### config.mk
export PLATFORM = sky130hd
export DESIGN_NAME = sdram_cmd_ctrl
export DESIGN_NICKNAME = d
export VERILOG_FILES = /design/src/rtl/sdram_cmd_pkg.sv /design/src/rtl/sdram_seq_fsm.sv /design/src/rtl/sdram_io_dpath.sv /design/src/rtl/sdram_cmd_ctrl.sv
export SDC_FILE = /design/constraint.sdc
export NUM_CORES = 1
export LEC_CHECK = 0
export ABC_CLOCK_PERIOD_IN_PS = 4750
export BUFFER_PORTS_ARGS = -buffer_cell sky130_fd_sc_hd__buf_2
export CAP_MARGIN = 30
export CORE_UTILIZATION = 57
export DETAILED_ROUTE_END_ITERATION = 10
export PLACE_DENSITY = 0.85
export SLEW_MARGIN = 20
export SYNTH_ARGS = -nofsm -noshare
export SYNTH_HDL_FRONTEND = slang
export SYNTH_SLANG_ARGS = --single-unit
export TNS_END_PERCENT = 1
### constraint.sdc
create_clock -name clk -period 4.75 [get_ports clk]
set_clock_uncertainty 0.15 [all_clocks]
set_input_delay 0.7125 -clock clk [delete_from_list [all_inputs] [get_ports clk]]
set_output_delay 0.7125 -clock clk [all_outputs]
set_load 0.005 [all_outputs]
### src/rtl/sdram_cmd_pkg.sv
package sdram_cmd_pkg;

  // {select_n, row_strobe_n, col_strobe_n, write_n}
  typedef enum logic [3:0] {
    CMD_LMR = 4'b0000,
    CMD_REF = 4'b0001,
    CMD_PRE = 4'b0010,
    CMD_ACT = 4'b0011,
    CMD_WR  = 4'b0100,
    CMD_RD  = 4'b0101,
    CMD_NOP = 4'b0111
  } cmd_e;

  typedef enum logic [2:0] {
    ASEL_HOLD,
    ASEL_ROW,
    ASEL_COL,
    ASEL_ALLBANK,
    ASEL_ONEBANK,
    ASEL_MODE
  } asel_e;

  typedef struct packed {
    logic  latchReq;
    logic  issueWr;
    logic  issueRd;
    asel_e addrSel;
  } ctl_t;

  function automatic int maxInt(int a, int b);
    return (a > b) ? a : b;
  endfunction

  function automatic logic [12:0] modeWord(int casLat, int burstLen, bit interleave);
    logic [12:0] w;
    w = '0;
    case (burstLen)
      1:       w[2:0] = 3'd0;
      2:       w[2:0] = 3'd1;
      4:       w[2:0] = 3'd2;
      default: w[2:0] = 3'd3;
    endcase
    w[3]   = interleave;
    w[6:4] = 3'(casLat);
    w[9]   = 1'b1;
    return w;
  endfunction

endpackage

### src/rtl/sdram_seq_fsm.sv
module sdram_seq_fsm
  import sdram_cmd_pkg::*;
#(
  parameter int CAS_LAT      = 3,
  parameter int BURST_LEN    = 4,
  parameter int T_RCD        = 2,
  parameter int T_RP         = 2,
  parameter int T_RFC        = 6,
  parameter int T_MRD        = 2,
  parameter int T_WR         = 2,
  parameter int PWR_CYCLES   = 10000,
  parameter int REF_INTERVAL = 390
) (
  input  logic clk,
  input  logic rstN,
  input  logic reqValid,
  input  logic reqWrite,
  output logic reqReady,
  output cmd_e cmdQ,
  output ctl_t ctl,
  output logic clkEnQ
);

  localparam int WAIT_MAX = maxInt(maxInt(maxInt(PWR_CYCLES, CAS_LAT + BURST_LEN),
                                          maxInt(T_RFC, T_RCD)),
                                   maxInt(maxInt(T_RP, T_MRD), T_WR));
  localparam int CNT_W = $clog2(WAIT_MAX + 1);
  localparam int REF_W = $clog2(REF_INTERVAL + 1);

  typedef enum logic [2:0] {
    ST_PWR, ST_IREF1, ST_IREF2, ST_IMRS, ST_IDLE, ST_RW, ST_PRE
  } st_e;

  st_e              st, stN;
  logic [CNT_W-1:0] cnt, cntN;
  cmd_e             cmdN;
  logic             wrQ;
  logic [REF_W-1:0] refCnt;
  logic             refPend, refClr;
  logic             rowOpenQ;

  assign reqReady = (st == ST_IDLE) && (cnt == '0) && !refPend;

  always_comb begin
    stN    = st;
    cntN   = (cnt != '0) ? cnt - 1'b1 : cnt;
    cmdN   = CMD_NOP;
    ctl    = '{latchReq: 1'b0, issueWr: 1'b0, issueRd: 1'b0, addrSel: ASEL_HOLD};
    refClr = 1'b0;
    if (cnt == '0) begin
      case (st)
        ST_PWR: begin
          cmdN = CMD_PRE; ctl.addrSel = ASEL_ALLBANK;
          stN = ST_IREF1; cntN = CNT_W'(T_RP - 1);
        end
        ST_IREF1: begin
          cmdN = CMD_REF; stN = ST_IREF2; cntN = CNT_W'(T_RFC - 1);
        end
        ST_IREF2: begin
          cmdN = CMD_REF; stN = ST_IMRS; cntN = CNT_W'(T_RFC - 1);
        end
        ST_IMRS: begin
          cmdN = CMD_LMR; ctl.addrSel = ASEL_MODE;
          stN = ST_IDLE; cntN = CNT_W'(T_MRD - 1);
        end
        ST_IDLE: begin
          if (refPend) begin
            cmdN = CMD_REF; refClr = 1'b1; cntN = CNT_W'(T_RFC - 1);
          end else if (reqValid) begin
            cmdN = CMD_ACT; ctl.addrSel = ASEL_ROW; ctl.latchReq = 1'b1;
            stN = ST_RW; cntN = CNT_W'(T_RCD - 1);
          end
        end
        ST_RW: begin
          ctl.addrSel = ASEL_COL;
          stN = ST_PRE;
          if (wrQ) begin
            cmdN = CMD_WR; ctl.issueWr = 1'b1; cntN = CNT_W'(T_WR - 1);
          end else begin
            cmdN = CMD_RD; ctl.issueRd = 1'b1; cntN = CNT_W'(CAS_LAT + BURST_LEN - 1);
          end
        end
        ST_PRE: begin
          cmdN = CMD_PRE; ctl.addrSel = ASEL_ONEBANK;
          stN = ST_IDLE; cntN = CNT_W'(T_RP - 1);
        end
        default: stN = ST_PWR;
      endcase
    end
  end

  always_ff @(posedge clk) begin
    if (!rstN) begin
      st     <= ST_PWR;
      cnt    <= CNT_W'(PWR_CYCLES - 1);
      cmdQ   <= CMD_NOP;
      wrQ    <= 1'b0;
      clkEnQ <= 1'b0;
    end else begin
      st     <= stN;
      cnt    <= cntN;
      cmdQ   <= cmdN;
      clkEnQ <= 1'b1;
      if (ctl.latchReq) wrQ <= reqWrite;
    end
  end

  always_ff @(posedge clk) begin
    if (!rstN) begin
      refCnt  <= REF_W'(REF_INTERVAL - 1);
      refPend <= 1'b0;
    end else if (refCnt == '0) begin
      refCnt  <= REF_W'(REF_INTERVAL - 1);
      refPend <= 1'b1;
    end else begin
      refCnt <= refCnt - 1'b1;
      if (refClr) refPend <= 1'b0;
    end
  end

  // Open-row tracker built from the issued command stream, for checking.
  always_ff @(posedge clk) begin
    if (!rstN) rowOpenQ <= 1'b0;
    else if (cmdQ == CMD_ACT) rowOpenQ <= 1'b1;
    else if (cmdQ == CMD_PRE) rowOpenQ <= 1'b0;
  end


  act_closed_chk: assert property (@(posedge clk) disable iff (!rstN)
    (cmdQ == CMD_ACT) |-> !rowOpenQ);


  ref_closed_chk: assert property (@(posedge clk) disable iff (!rstN)
    (cmdQ == CMD_REF) |-> !rowOpenQ);


  rw_open_chk: assert property (@(posedge clk) disable iff (!rstN)
    ((cmdQ == CMD_RD) || (cmdQ == CMD_WR)) |-> rowOpenQ);


  accept_act_chk: assert property (@(posedge clk) disable iff (!rstN)
    (reqValid && reqReady) |=> (cmdQ == CMD_ACT));

endmodule

### src/rtl/sdram_io_dpath.sv
module sdram_io_dpath
  import sdram_cmd_pkg::*;
#(
  parameter int DATA_W    = 16,
  parameter int ROW_W     = 13,
  parameter int COL_W     = 9,
  parameter int BANK_W    = 2,
  parameter int CAS_LAT   = 3,
  parameter int BURST_LEN = 4,
  parameter bit INTERLEAVE = 1'b1
) (
  input  logic                          clk,
  input  logic                          rstN,
  input  ctl_t                          ctl,
  input  logic [BANK_W+ROW_W+COL_W-1:0] reqAddr,
  input  logic [DATA_W-1:0]             reqWdata,
  input  logic [DATA_W/8-1:0]           reqMask,
  input  logic [DATA_W-1:0]             memDataIn,
  output logic [BANK_W-1:0]             memBank,
  output logic [ROW_W-1:0]              memAddr,
  output logic [DATA_W-1:0]             memDataOut,
  output logic                          memDataOe,
  output logic [DATA_W/8-1:0]           memByteMask,
  output logic                          rdValid,
  output logic [DATA_W-1:0]             rdData,
  output logic                          rdBusy
);

  localparam int AW     = BANK_W + ROW_W + COL_W;
  localparam int MASK_W = DATA_W / 8;
  localparam int SR_W   = CAS_LAT + BURST_LEN;
  localparam logic [SR_W-1:0] SR_LOAD = {{BURST_LEN{1'b1}}, {CAS_LAT{1'b0}}};
  localparam logic [ROW_W-1:0] MODE_VAL = ROW_W'(modeWord(CAS_LAT, BURST_LEN, INTERLEAVE));
  localparam logic [ROW_W-1:0] ALL_BANKS = ROW_W'(1) << 10;

  logic [AW-1:0]     addrQ;
  logic [DATA_W-1:0] wdataQ;
  logic [MASK_W-1:0] maskQ;
  logic [SR_W-1:0]   capSr;

  always_ff @(posedge clk) begin
    if (!rstN) begin
      addrQ  <= '0;
      wdataQ <= '0;
      maskQ  <= '0;
    end else if (ctl.latchReq) begin
      addrQ  <= reqAddr;
      wdataQ <= reqWdata;
      maskQ  <= reqMask;
    end
  end

  always_ff @(posedge clk) begin
    if (!rstN) begin
      memBank <= '0;
      memAddr <= '0;
    end else begin
      case (ctl.addrSel)
        ASEL_ROW: begin
          memBank <= reqAddr[AW-1 -: BANK_W];
          memAddr <= reqAddr[COL_W +: ROW_W];
        end
        ASEL_COL: begin
          memBank <= addrQ[AW-1 -: BANK_W];
          memAddr <= ROW_W'(addrQ[COL_W-1:0]);
        end
        ASEL_ALLBANK: begin
          memBank <= '0;
          memAddr <= ALL_BANKS;
        end
        ASEL_ONEBANK: begin
          memBank <= addrQ[AW-1 -: BANK_W];
          memAddr <= '0;
        end
        ASEL_MODE: begin
          memBank <= '0;
          memAddr <= MODE_VAL;
        end
        default: ;
      endcase
    end
  end

  always_ff @(posedge clk) begin
    if (!rstN) begin
      memDataOe   <= 1'b0;
      memDataOut  <= '0;
      memByteMask <= '0;
    end else begin
      memDataOe   <= ctl.issueWr;
      memByteMask <= ctl.issueWr ? maskQ : '0;
      if (ctl.issueWr) memDataOut <= wdataQ;
    end
  end

  // Capture slots: bit 0 marks the edge on which the memory word is taken.
  always_ff @(posedge clk) begin
    if (!rstN) begin
      capSr   <= '0;
      rdValid <= 1'b0;
      rdData  <= '0;
    end else begin
      capSr   <= ctl.issueRd ? SR_LOAD : (capSr >> 1);
      rdValid <= capSr[0];
      if (capSr[0]) rdData <= memDataIn;
    end
  end

  assign rdBusy = |capSr;

endmodule

### src/rtl/sdram_cmd_ctrl.sv
module sdram_cmd_ctrl
  import sdram_cmd_pkg::*;
#(
  parameter int DATA_W       = 16,
  parameter int ROW_W        = 13,
  parameter int COL_W        = 9,
  parameter int BANK_W       = 2,
  parameter int CAS_LAT      = 3,
  parameter int BURST_LEN    = 4,
  parameter bit INTERLEAVE   = 1'b1,
  parameter int T_RCD        = 2,
  parameter int T_RP         = 2,
  parameter int T_RFC        = 6,
  parameter int T_MRD        = 2,
  parameter int T_WR         = 2,
  parameter int PWR_CYCLES   = 10000,
  parameter int REF_INTERVAL = 390
) (
  input  logic                          clk,
  input  logic                          rstN,
  input  logic                          reqValid,
  output logic                          reqReady,
  input  logic                          reqWrite,
  input  logic [BANK_W+ROW_W+COL_W-1:0] reqAddr,
  input  logic [DATA_W-1:0]             reqWdata,
  input  logic [DATA_W/8-1:0]           reqMask,
  output logic                          rdValid,
  output logic [DATA_W-1:0]             rdData,
  output logic                          memClkEn,
  output logic                          memSelN,
  output logic                          memRowStrbN,
  output logic                          memColStrbN,
  output logic                          memWrEnN,
  output logic [BANK_W-1:0]             memBank,
  output logic [ROW_W-1:0]              memAddr,
  output logic [DATA_W-1:0]             memDataOut,
  output logic                          memDataOe,
  input  logic [DATA_W-1:0]             memDataIn,
  output logic [DATA_W/8-1:0]           memByteMask
);

  cmd_e cmdQ;
  ctl_t ctl;
  logic rdBusy;

  sdram_seq_fsm #(
    .CAS_LAT(CAS_LAT), .BURST_LEN(BURST_LEN), .T_RCD(T_RCD), .T_RP(T_RP),
    .T_RFC(T_RFC), .T_MRD(T_MRD), .T_WR(T_WR), .PWR_CYCLES(PWR_CYCLES),
    .REF_INTERVAL(REF_INTERVAL)
  ) fsm_i (
    .clk(clk), .rstN(rstN), .reqValid(reqValid), .reqWrite(reqWrite),
    .reqReady(reqReady), .cmdQ(cmdQ), .ctl(ctl), .clkEnQ(memClkEn)
  );

  sdram_io_dpath #(
    .DATA_W(DATA_W), .ROW_W(ROW_W), .COL_W(COL_W), .BANK_W(BANK_W),
    .CAS_LAT(CAS_LAT), .BURST_LEN(BURST_LEN), .INTERLEAVE(INTERLEAVE)
  ) dpath_i (
    .clk(clk), .rstN(rstN), .ctl(ctl), .reqAddr(reqAddr), .reqWdata(reqWdata),
    .reqMask(reqMask), .memDataIn(memDataIn), .memBank(memBank), .memAddr(memAddr),
    .memDataOut(memDataOut), .memDataOe(memDataOe), .memByteMask(memByteMask),
    .rdValid(rdValid), .rdData(rdData), .rdBusy(rdBusy)
  );

  assign {memSelN, memRowStrbN, memColStrbN, memWrEnN} = cmdQ;


  burst_cke_chk: assert property (@(posedge clk) disable iff (!rstN)
    rdBusy |-> memClkEn);


  oe_write_chk: assert property (@(posedge clk) disable iff (!rstN)
    memDataOe |-> (cmdQ == CMD_WR));

endmodule

==> results of run 1 <==
## worst max-delay path: cells and delay by family, from the launching register on
| kind | cells | cell delay [ns] |
|---|---|---|
| buffers and inverters | 2 | 0.23 |
| DFF | 1 | 0.33 |
| and+or+nand+nor | 4 | 1.29 |
| adders and majority gates | 1 | 0.15 |
## sequential cells by signal, indices dropped and copies added (netlist names)
name	flops
dpath_i.capSr	7
dpath_i.memDataOe	1
dpath_i.rdData	16
dpath_i.rdValid	1
fsm_i.cmdQ	3
dpath_i.memAddr	13
dpath_i.memByteMask	2
dpath_i.wdataQ	16
dpath_i.maskQ	2
fsm_i.st	3
dpath_i.addrQ	11
dpath_i.memDataOut	16
dpath_i.memBank	2
fsm_i.wrQ	1
fsm_i.refCnt	9
fsm_i.refPend	1
fsm_i.clkEnQ	1
fsm_i.cnt	14
## placed cells by master, fill, tap and decap left out, drive strengths merged, types with 8 or more instances in the layout
cell      n
inv       8
xnor2     8
nor3      8
buf     121
mux2i    20
nor2b    20
nand3    15
dfxtp   119
o21ai    20
nor2     26
nand2   130
clkbuf   20
a21boi   53
## per-layer routing
layer	vias up	part of all wire, %	track usage [%]
met2	139	50	42.70
li1	2039	-	-
met4	0	1.4	12.05
met1	1846	43	29.42
met3	14	5.6	6.553
met5	-	0	0
## logic make-up after synthesis
kind of cell | Yosys count | share of synthesized area, %
muxes | 20 | 4.142
and+or+nand+nor | 233 | 22.65
buffers and inverters | 43 | 4.349
xor gates and xnor gates | 15 | 2.718
other | 1 | 0.07759
adders and majority gates | 4 | 0.9838
DFF | 119 | 49.29
AOI/OAI and AO/OA | 108 | 15.79
## final cells by class
class / instances / area share (%)
Sequential cell: 119 / 39.11
Multi-Input combinational cell: 381 / 36.79
Timing Repair Buffer: 121 / 10.56
Clock buffer: 20 / 7.313
Clock inverter: 12 / 3.636
Tap cell: 105 / 2.157
Inverter: 7 / 0.4314
## power by group through the flow
stage	sequential (uW)	clock [uW]	combinational, uW
finish	1010	1430	73.9
global route	1010	1490	81.7
CTS	1010	1440	74.1
detailed placement	1030	0	73.5
global placement	1030	0	70.5
floorplan	1030	0	38.9
## how the worst max path moves through the flow
| stage | depth (start not counted) | slack [ns] | endpoint |
|---|---|---|---|
| global placement | 7 | 1.72 | fsm_i.wrQ |
| floorplan | 8 | 2.40 | reqReady |
| finish | 7 | 1.38 | reqReady |
| global route | 7 | 1.15 | reqReady |
| detailed placement | 8 | 1.86 | dpath_i.wdataQ[0] |
| CTS | 7 | 1.38 | reqReady |
## metrics by stage
stage                     hold slack [ns]  cell area, um2  instances  util [%]  power, uW
after floorplan                    0.2207            4833        543         -       1072
after global placement             0.2314            5374        730     65.40       1105
after detailed placement           0.2390            5424        733     66.01       1108
after CTS                          0.2519            6091        765     74.13       2530
after global routing               0.2714            6091        765     74.13       2586
final                              0.2509            6091        765     74.13       2516
==> metrics.yaml, run 1 <==
status: "completed"
grt_pass1_wl_mm: 17.21
cp_slowest_stage_delay_ns: 0.67
yosysTopAreaCell: "dfxtp_1"
initial_core_util_pct: 58.82
dp_hpwl_mm: 7.022
fmax_ghz: 0.2969
grt_max_degree: 51
async_flop_share_pct: 0
hp-class: "reg2reg"
place_congestion: 0.8349
tightestPinTransition_ns: 0.8861
dr.pass1.iters: 5
min_from: "fsm_i.refCnt[0]"
cp-startpoint: "fsm_i.cnt[0]"
fin_crit_sh_pct: 70.90
setup_tns_ns: 0
portBuffers: 117
arrival_ns: 2.51
yosys_warnings: 0
hold_viol: 0
rsz0062_at_grt: "no"
cts_root_buf: "clkbuf_8"
vias: 4038
power_density_mw_per_mm2: 413.0
cp-end-kind: "output port"
antenna_cells: 0
drtIter0Drc: 231
maxSlewHeadroom_pct: 40.85
cts_made_buffers: 17
synthDistinctLibCells: 53
cts_setup_buffers: 0
setup_viol: 0
required_ns: 3.89
ys.flop_type: "dfxtp_1"
reg2reg_to: "dpath_i.wdataQ[0]"
wl_per_cell_um: 13.89
start_kind: "register"
layout_setup_ws_ns: 1.382
yosysSeqAreaShare_pct: 49.29
register_area_mm2: 0.002382
r2r-start: "fsm_i.cnt[0]"
synth_top_area_share_pct: 49.29
swShare_pct: 19.27
cts_sinks: 119
worst_hold_path.endpoint: "fsm_i.refCnt[0]"
grt_use_total_pct: 25.18
grt_pass1_vias: 3801
via_per_inst: 5.278
io_pins: 119
syn_nets: 608
min_period_ns: 3.368
finalWirelength_mm: 10.63
reg2reg_slack_ns: 1.78
slowest_stage: "and4_1"
die_h_um: 94.09
clk_pin_slew_ns: 0.05
synth_most_common_cell: "nand2_1"
p_seq_share_pct: 40.3
syn_to_final_growth_pct: 26.02
synth_cells: 543
coreArea_mm2: 0.008217
place_ws_ns: 1.861
p_sw_uw: 484.9
overflow: 0
synth_area_leaders: "dfxtp_1 (49%), nand2_1 (10%), a21boi_1 (4.8%)"
dieArea_mm2: 0.008852
layout.nets: 712
antenna_found_initial: 0
drv_slew: 0
critPathKind: "reg2out"
synth_edf_count: 0
syn_area_per_cell_um2: 8.901
leakagePower_uw: 0.002473
cap_violations: 0
holdPathStages: 1
synth_common_cells: "nand2_1 (130), dfxtp_1 (119), a21boi_1 (31)"
num_rows: 33
cts_tree: "yes"
postCtsResizedCells: 0
fill_cells: 600
rr_worst_depth: 8
drtAntennaViolNets: 0
clk_path_buf_depth: 2
post-route-drc-count: 0
htreeDepth: 4
drive_gt1_share_pct: 23.94
die_x_um: 94.09
synth_seq_cells: 119
holdBufCountCts: 0
clockPowerShare_pct: 56.8
path_cells: "inv_1, ha_1, nor4b_4, and4_1, nand2_1, nor2_1, buf_2"
cp_max_fo: 18
syn-cell-area_mm2: 0.004833
multi_input_area_mm2: 0.002241
clock_latency_ns: 0.51
peakVddDrop_mv: 0.2454
internal_power_uw: 2031
pwr-share-comb_pct: 2.9
Note: power is estimated with default switching activity, not from simulation.
==> run 2: changes to the inputs <==
- ABC_AREA: unset -> 1
- ABC_CLOCK_PERIOD_IN_PS: 4750 -> 3400
- CORE_UTILIZATION: 57 -> 53
- PLACE_DENSITY: 0.85 -> 0.79
- clock period: 4.75 -> 3.4 ns (I/O delays scaled with it)
==> metrics.yaml, run 2 <==
syn_to_final_growth_pct: 23.93
place_congestion: 0.9326
fin_hold_ws_ns: 0.06460
synth_seq_cells: 119
htreeDepth: 4
peakVddDrop_mv: 0.3351
initial_core_util_pct: 55.57
hp-class: "in2reg"
cp_max_fo: 9
clk_path_buf_depth: 2
fin_crit_sh_pct: 77.51
fill_cells: 723
met1_usage_pct: 34.12
reg.largest.list: "dpath_i.memDataOut (16), dpath_i.rdData (16), dpath_i.wdataQ (16)"
path_cells: "inv_1, ha_1, nand3_1, nor2_2, nand2_4, nor2_4, buf_2"
antenna_found_initial: 0
async_flop_share_pct: 0
cts_tree: "yes"
layout.nets: 837
cp_slowest_stage_delay_ns: 0.32
die_x_um: 98.56
drtIter0Drc: 283
use_met2_pct: 42.47
finalWirelength_mm: 12.12
drtAntennaViolNets: 0
final_cell_mix: "nor2_1 (141), dfxtp_1 (119), buf_2 (117)"
crit_cells: 7
yosysSeqAreaShare_pct: 48.21
holdBufCountCts: 0
dieArea_mm2: 0.009713
drive_gt1_share_pct: 22.58
cts_root_buf: "clkbuf_8"
syn_area_per_cell_um2: 7.452
coreArea_mm2: 0.008891
clock_latency_ns: 0.51
setup_viol: 0
cp-end-kind: "output port"
vias: 4763
post-route-drc-count: 0
path_buf_inv: 2
overflow: 0
maxSlewHeadroom_pct: 50.80
die_h_um: 98.56
drv_slew: 0
grt_use_total_pct: 26.41
num_rows: 34
leakagePower_uw: 0.002864
critPathKind: "reg2out"
yosysTopAreaCell: "dfxtp_1"
rsz0062_at_grt: "no"
clk_pin_slew_ns: 0.06
cts_setup_buffers: 0
fmax_ghz: 0.3795
synth_common_cells: "nor2_1 (141), dfxtp_1 (119), nand2_1 (83)"
cap_violations: 0
start_kind: "register"
holdPathStages: 3
ys.flop_type: "dfxtp_1"
hold_viol: 0
synth_area_leaders: "dfxtp_1 (48%), nor2_1 (11%), nand2_1 (6.3%)"
synth_most_common_cell: "nor2_1"
use_met3_pct: 6.454
status: "completed"
grt_max_degree: 47
rr_worst_depth: 9
setup_tns_ns: 0
dp_hpwl_mm: 8.261
antenna_cells: 0
final_common_cell: "nor2_1"
critPathTopFamily: "simple AND/OR/NAND/NOR gates"
cts_made_buffers: 17
synth_edf_count: 0
power_density_mw_per_mm2: 540.3
tightestPinTransition_ns: 0.7324
via_per_inst: 5.340
dr.pass1.iters: 5
syn_nets: 728
required_ns: 2.74
min_period_ns: 2.635
yosys_warnings: 0
grt-busiest-layer: "met2"
syn-cell-area_mm2: 0.004941
grt_pass1_wl_mm: 20.49
synth_top_area_share_pct: 48.21
io_pins: 119
wl_per_cell_um: 13.59
portBuffers: 117
arrival_ns: 1.98
grt_pass1_vias: 4519
cts_sinks: 119
postCtsResizedCells: 0
synth_cells: 663
synthDistinctLibCells: 39
slowest_stage: "dfxtp_1"
==> run 2: changes by cell type in the layout (fill, tap and decap cells not counted), moves of 15 or more <==
cell,delta
a21boi_0,-22
nand2_1,-47
nor2b_1,-20
nor2_1,+116
o21ai_0,+29
nand4_1,+20
o21ai_1,+15
inv_1,+44
a21boi_1,-31
a21oi_1,+28
nand3_1,+46
mux2i_1,-20
==> run 2: final cells by class <==
type	count	area [um2]	area share (%)
clock buffer	18	417.9	6.825
clock inverter	13	172.7	2.820
inverter	57	219.0	3.576
multi-input combinational	456	2181	35.62
sequential	119	2382	38.90
tap	108	135.1	2.207
timing repair buffer	121	615.6	10.05
==> run 2: per-stage QoR <==
step	worst slack (ns)	total power, uW	util [%]	instances	cell area [um2]
2_1_floorplan	1.559	1504	-	663	4941
4_1_cts	0.7475	3335	68.87	892	6123
3_5_place_dp	0.9463	1555	62.23	861	5533
5_1_grt	0.6206	3416	68.87	892	6123
3_3_place_gp	0.9521	1551	62.23	861	5533
6_report	0.7648	3309	68.87	892	6123
==> run 2: logic make-up after synthesis <==
kind of cell             count (synthesis)  synth area share [%]
flip-flops                             119                 48.21
buffers and inverters                   88                 7.647
adder cells (fa/ha/maj)                  3                0.7598
AND/OR/NAND/NOR                        336                 30.41
other                                    1               0.07590
XOR/XNOR                                 8                 1.418
AO/OA/AOI/OAI                          108                 11.47
==> run 2: where the power goes <==
part           internal (uW)  total (uW)  switching (uW)
sequential              1410        1410            7.52
clock                   1120        1780             660
combinational           50.6         114            63.2
total                   2580        3310             731
==> run 2: worst register-to-register path, stage by stage, from the launching register on <==
cell and delay, ns:
dfxtp_1 0.54, nand2_2 0.16, nor2_2 0.18, inv_2 0.06, nand2_1 0.15, nand3_2 0.42, nand3_2 0.41, inv_1 0.17
nor2_1 0.15, nor2_1 0.05
==> run 2: final timing paths <==
kind                    from                  to  slack, ns
min reg2reg  fsm_i.refCnt[0]     fsm_i.refCnt[0]       0.25
max             fsm_i.cnt[0]            reqReady       0.76
max reg2reg      fsm_i.st[2]  dpath_i.memAddr[5]       0.87
min            memDataIn[14]  dpath_i.rdData[14]       0.06
==> run 2: layer usage <==
layer  vias up  wire length, um
li1       2385                -
met5         -                0
met1      2175             5515
met3        31              669
met4         0              248
met2       172             5690
